--- src/rtl/hbk_pkg.sv ---
package hbk_pkg;

    localparam int POS_W   = 13;
    localparam int NUM_TOG = 6;

    typedef logic [POS_W-1:0] pos_t;

    // Pixel counter state: valid while the line is running
    typedef struct packed {
        logic valid;
        pos_t pix;
    } pix_state_t;

    // Gated output bundle
    typedef struct packed {
        logic blank;
        logic a;
        logic b;
    } hout_t;

    // A position takes part only if it is not all ones and lies inside the line
    function automatic logic pos_usable(pos_t p, int unsigned line_len);
        return (p != '1) && (32'(p) < line_len);
    endfunction

endpackage

--- src/rtl/hbk_pix_counter.sv ---
module hbk_pix_counter
    import hbk_pkg::*;
#(
    parameter int LINE_PIXELS = 4000
) (
    input  logic       clk,
    input  logic       rst,
    input  logic       line_start,
    output pix_state_t st
);

    localparam pos_t LAST = pos_t'(LINE_PIXELS - 1);

    always_ff @(posedge clk) begin
        if (rst) begin
            st <= '0;
        end else if (line_start) begin
            st.valid <= 1'b1;
            st.pix   <= '0;
        end else if (st.valid) begin
            if (st.pix == LAST) begin
                st.valid <= 1'b0;
            end else begin
                st.pix <= st.pix + pos_t'(1);
            end
        end
    end

    // the strobe puts the line at pixel zero
    a_r2_start_zero: assert property (@(posedge clk) disable iff (rst)
        line_start |=> (st.valid && st.pix == '0));

    // a running counter never leaves the line
    a_r3_pix_range: assert property (@(posedge clk) disable iff (rst)
        st.valid |-> (st.pix <= LAST));

    // once finished, the counter stays put until the next strobe
    a_r6_counter_stops: assert property (@(posedge clk) disable iff (rst)
        (!st.valid && !line_start) |=> (!st.valid && $stable(st.pix)));

endmodule

--- src/rtl/hbk_toggle_bank.sv ---
module hbk_toggle_bank
    import hbk_pkg::*;
#(
    parameter int LINE_PIXELS = 4000,
    parameter int NUM_TOG     = hbk_pkg::NUM_TOG
) (
    input  logic                          clk,
    input  logic                          rst,
    input  logic                          line_start,
    input  pix_state_t                    st,
    input  logic [NUM_TOG-1:0][POS_W-1:0] tog_pos,
    output logic                          blk
);

    logic [NUM_TOG-1:0] hit;
    logic               flip;

    for (genvar k = 0; k < NUM_TOG; k++) begin : g_cmp
        assign hit[k] = st.valid
                     && pos_usable(pos_t'(tog_pos[k]), LINE_PIXELS)
                     && (pos_t'(tog_pos[k]) == st.pix);
    end

    // Coincident toggles combine by parity
    assign flip = ^hit;

    always_ff @(posedge clk) begin
        if (rst || line_start) begin
            blk <= 1'b0;
        end else if (flip) begin
            blk <= ~blk;
        end
    end

    // a new line always begins outside blanking
    a_r2_line_clear: assert property (@(posedge clk) disable iff (rst)
        line_start |=> !blk);

    // nothing moves the level between lines
    a_r6_hold_after_line: assert property (@(posedge clk) disable iff (rst)
        (!st.valid && !line_start) |=> $stable(blk));

endmodule

--- src/rtl/hbk_clock_mask.sv ---
module hbk_clock_mask
    import hbk_pkg::*;
(
    input  logic  blk_int,
    input  logic  ext_sel,
    input  logic  ext_blank,
    input  logic  ext_pol,
    input  logic  mask_pol,
    input  logic  hclk_a,
    input  logic  hclk_b,
    output hout_t hout
);

    logic eff;

    always_comb begin
        eff        = ext_sel ? (ext_blank == ext_pol) : blk_int;
        hout.blank = eff;
        hout.a     = eff ? mask_pol  : hclk_a;
        hout.b     = eff ? ~mask_pol : hclk_b;
    end

endmodule

--- src/rtl/hblank_toggle_gen.sv ---
module hblank_toggle_gen
    import hbk_pkg::*;
#(
    parameter int LINE_PIXELS = 4000,
    parameter int NUM_TOG     = hbk_pkg::NUM_TOG
) (
    input  logic                          clk,
    input  logic                          rst,
    input  logic                          line_start,
    input  logic [NUM_TOG-1:0][POS_W-1:0] tog_pos,
    input  logic                          mask_pol,
    input  logic                          ext_sel,
    input  logic                          ext_blank,
    input  logic                          ext_pol,
    input  logic                          hclk_a,
    input  logic                          hclk_b,
    output logic                          blank_o,
    output logic                          h_a_o,
    output logic                          h_b_o
);

    pix_state_t st;
    logic       blk_int;
    hout_t      hout;

    hbk_pix_counter #(.LINE_PIXELS(LINE_PIXELS)) u_cnt (
        .clk        (clk),
        .rst        (rst),
        .line_start (line_start),
        .st         (st)
    );

    hbk_toggle_bank #(.LINE_PIXELS(LINE_PIXELS), .NUM_TOG(NUM_TOG)) u_tog (
        .clk        (clk),
        .rst        (rst),
        .line_start (line_start),
        .st         (st),
        .tog_pos    (tog_pos),
        .blk        (blk_int)
    );

    hbk_clock_mask u_mask (
        .blk_int   (blk_int),
        .ext_sel   (ext_sel),
        .ext_blank (ext_blank),
        .ext_pol   (ext_pol),
        .mask_pol  (mask_pol),
        .hclk_a    (hclk_a),
        .hclk_b    (hclk_b),
        .hout      (hout)
    );

    assign blank_o = hout.blank;
    assign h_a_o   = hout.a;
    assign h_b_o   = hout.b;

    // masked clocks sit at the programmed level and its opposite
    a_r7_mask_levels: assert property (@(posedge clk) disable iff (rst)
        blank_o |-> (h_a_o == mask_pol && h_b_o == ~mask_pol));

    // unmasked clocks pass through
    a_r8_pass_through: assert property (@(posedge clk) disable iff (rst)
        !blank_o |-> (h_a_o == hclk_a && h_b_o == hclk_b));

    // external mode follows the external input
    a_r9_ext_follow: assert property (@(posedge clk) disable iff (rst)
        ext_sel |-> (blank_o == (ext_blank == ext_pol)));

endmodule

--- config.mk ---
export PLATFORM = sky130hd
export DESIGN_NAME = hblank_toggle_gen
export DESIGN_NICKNAME = d
export VERILOG_FILES = /design/src/rtl/hbk_pkg.sv /design/src/rtl/hbk_pix_counter.sv /design/src/rtl/hbk_toggle_bank.sv /design/src/rtl/hbk_clock_mask.sv /design/src/rtl/hblank_toggle_gen.sv
export SDC_FILE = /design/constraint.sdc
export NUM_CORES = 1
export LEC_CHECK = 0
export ABC_AREA = 1
export BUFFER_PORTS_ARGS = -buffer_cell sky130_fd_sc_hd__buf_2
export CORE_ASPECT_RATIO = 1.75
export CORE_MARGIN = 3
export CORE_UTILIZATION = 30
export DETAILED_ROUTE_END_ITERATION = 12
export SYNTH_ARGS = -nofsm -noshare
export SYNTH_HDL_FRONTEND = slang
export SYNTH_SLANG_ARGS = --single-unit
--- constraint.sdc ---
create_clock -name clk -period 2.2 [get_ports clk]
set_input_delay 0.22 -clock clk [delete_from_list [all_inputs] [get_ports clk]]
set_output_delay 0.22 -clock clk [all_outputs]
set_load 0.01 [all_outputs]
==> flow_summary_export.csv <==
group,metric,value,unit
run_status,status,"complete, no violations",
power_and_ir_drop,power_density,280.5,nW/um2
synthesis,synth_nets,656,
synthesis,synth_area_leaders,"nand2_1 (32%), inv_1 (11%), dfxtp_1 (11%)",
sta,period_share,89.80,%
worst_setup_path,worstSetupStartpointType,"flip-flop",
synthesis,yosys_warnings,0,
cells_and_area,drive_above_1_share,20.94,%
synthesis,syn_avg_cell_area,4.928,um2
power_and_ir_drop,p_leak,1.953,nW
drt,routed_wirelength,10650,um
power_and_ir_drop,seqPwrFrac,29.2,%
run,maxCapViolations,0,
cts,clk_path_buf_depth,2,
synthesis,synth_compound_area_share,7.331,%
cells_and_area,syn_to_final_growth,23.33,%
synthesis,synth_fa_ha_area_share,0.4470,%
cts,h-tree-depth,1,
power_and_ir_drop,p_int,0.6625,mW
cells_and_area,finish.net_count,748,
cts,postCtsHoldBufs,0,
floorplanning,core,9094,um2
synthesis,synthCells,568,
cts,path_clk_slew,0.05,ns
global_routing,grt_usage,19.93,%
drt,wl_per_cell,13.67,um
drt,drt-pass1-iter-count,6,
global_routing,grt_first_pass_wirelength,16360,um
sta,drv_slew,0,
cts,cts_buffers,3,
drt,vias_per_cell,4.752,
power_and_ir_drop,power.clock.fraction,36.6,%
synthesis,yosys.area_share.xor_xnor,9.924,%
worst_setup_path,worstPathArrival,2.15,ns
power_and_ir_drop,switching_share,31.58,%
cts,cts-root-buf,"clkbuf_16",
synthesis,synth_top_cell_area_share,31.65,%
power_and_ir_drop,power,0.9683,mW
worst_setup_path,critPathCaptureType,"flip-flop",
cts,clock_latency,0.25,ns
place,place.gp.congestion,0.8962,
sta,setup-tns-final,0,ns
cells_and_area,layout_commonest_cell,"nand2_1",
drt,drt_iter0_markers,203,
floorplanning,ios,90,
synthesis,synthFlopType,"dfxtp_1",
synthesis,synth_seq_cells,15,
floorplanning,die-area,10570,um2
sta,fin_skew,0.002744,ns
global_routing,first_global_vias,3625,
sta,slew_headroom,63.41,%
worst_hold_path,hp-class,"primary input to flip-flop",
cells_and_area,final_cell_mix,"nand2_1 (236), buf_2 (89), inv_1 (81)",
sta,fmax,506.2,MHz
synthesis,yosysSeqAreaShare,10.73,%
synthesis,yosys.area_share.simple,55.07,%
synthesis,synth_top_family_by_area,"simple AND/OR/NAND/NOR gates",
power_and_ir_drop,pwr-share-comb,34.2,%
synthesis,synthMuxAreaShare,0,%
global_routing,gr-total-overflow,0,
floorplanning,start_util,30.78,%
place,io_buffer_count,89,
worst_setup_path,path_class,"flip-flop to flip-flop",
global_routing,grt_max_degree,13,
place,dp_hpwl,8865,um
synthesis,yosysTopAreaCell,"nand2_1",
power_and_ir_drop,max-vdd-ir-drop,0.1939,mV
cells_and_area,stdcell_count,779,
global_routing,antenna_found_initial,0,
synthesis,async_reset_ff_share,0,%
synthesis,netlist_area,2799,um2
sta,rsz0062_at_grt,"false",
floorplanning,chipHeight,133.8,um
place,placed_cells,775,
cts,clock_sink_count,15,
drt,drc,0,
drt,vias,3702,
worst_setup_path,worst_ep_required_time,2.38,ns
synthesis,synth_edf_count,0,
drt,ant_nets,0,
sta,tightest_slew,0.5481,ns
power_and_ir_drop,p_sw,0.3058,mW
sta,hold_viol_final,0,
sta,min_period,1.976,ns
cells_and_area,diodes,0,
sta,finalSetupViolCount,0,
floorplanning,fp.dieW,79.02,um
synthesis,synth_cell_types,32,
worst_setup_path,critical_path.max_fanout,11,
cells_and_area,n_fill_cell,1095,
cts,cts_tree,"done",
floorplanning,rows,46,
## critical path, stage by stage (launching register included)
cell and delay (ns):
dfxtp_2 0.48, ha_1 0.30, nand3_2 0.15, nor4_1 0.22, nand2_1 0.10, nand2_2 0.21
nor2_2 0.09, nand2_1 0.12, o21ai_0 0.09, a21oi_1 0.13
## path summary, 6_finish.rpt
check                                  from                        end  slack, ns  cells after the start
setup / recovery   u_cnt.st[1]$_SDFFE_PP0P_   u_cnt.st[7]$_SDFFE_PP0P_       0.22                      9
hold / removal                          rst    u_cnt.st[13]$_SDFF_PP0_       0.14                      2
setup reg to reg   u_cnt.st[1]$_SDFFE_PP0P_   u_cnt.st[7]$_SDFFE_PP0P_       0.22                      9
hold reg to reg   u_cnt.st[12]$_SDFFE_PP0P_  u_cnt.st[12]$_SDFFE_PP0P_       0.54                      2
## synthesized netlist by cell type (6+ instances only)
cell type / count
a21oi_1: 13
buf_4: 8
dfxtp_1: 15
inv_1: 81
inv_2: 14
nand2_1: 236
nand2_2: 6
nand3_1: 26
nor2_1: 80
nor3_1: 7
o21ai_0: 17
xnor2_1: 15
xor2_1: 13
## repair_timing
action / CTS / global route
buffers inserted: 0 / 0
resized for setup: 0 / 2
setup endpoints to repair: 0 / 6
## flip-flops by register name, indices dropped and copies added, names as in the netlist
register   flops
u_tog.blk      1
u_cnt.st      14
## power groups by stage
stage	clock [mW]	sequential, mW	combinational (mW)
floorplan	0	0.284	0.180
global placement	0	0.287	0.326
detailed placement	0	0.287	0.330
CTS	0.355	0.282	0.332
global route	0.366	0.283	0.374
finish	0.355	0.282	0.331
## cell type report
| type | instances | area [um2] | share of cell area, % |
|---|---|---|---|
| inverters | 96 | 362.8 | 10.51 |
| clock buffers | 4 | 78.83 | 2.283 |
| well taps | 120 | 150.1 | 4.349 |
| repair buffers | 99 | 520.5 | 15.08 |
| multi-input cells | 445 | 2037 | 59.01 |
| flip-flops and latches | 15 | 302.8 | 8.771 |
## stage by stage
step | instance area, um2 | worst slack (ns) | hold slack, ns | util [%]
after floorplan | 2799 | 0.6051 | 0.2924 | -
after global placement | 3371 | 0.1536 | 0.3931 | 37.07
after detailed placement | 3371 | 0.09064 | 0.3998 | 37.07
after CTS | 3450 | 0.06673 | 0.1454 | 37.93
after global routing | 3452 | 0.08248 | 0.1562 | 37.96
final | 3452 | 0.2243 | 0.1442 | 37.96
## per-layer routing
layer | routed length (um) | GRT usage (%) | up-vias
met5 | 0 | 0 | -
met1 | 3632 | 18.97 | 1632
met4 | 636 | 14.05 | 0
met3 | 620 | 2.823 | 51
li1 | - | - | 1887
met2 | 5755 | 37.71 | 132
## cells by family after synthesis
group	count (synthesis)
XOR/XNOR	30
adder cells (fa/ha/maj)	1
flip-flops	15
AND/OR/NAND/NOR	375
AO/OA/AOI/OAI	39
buffers and inverters	108
Note: power is estimated with default switching activity, not from simulation.
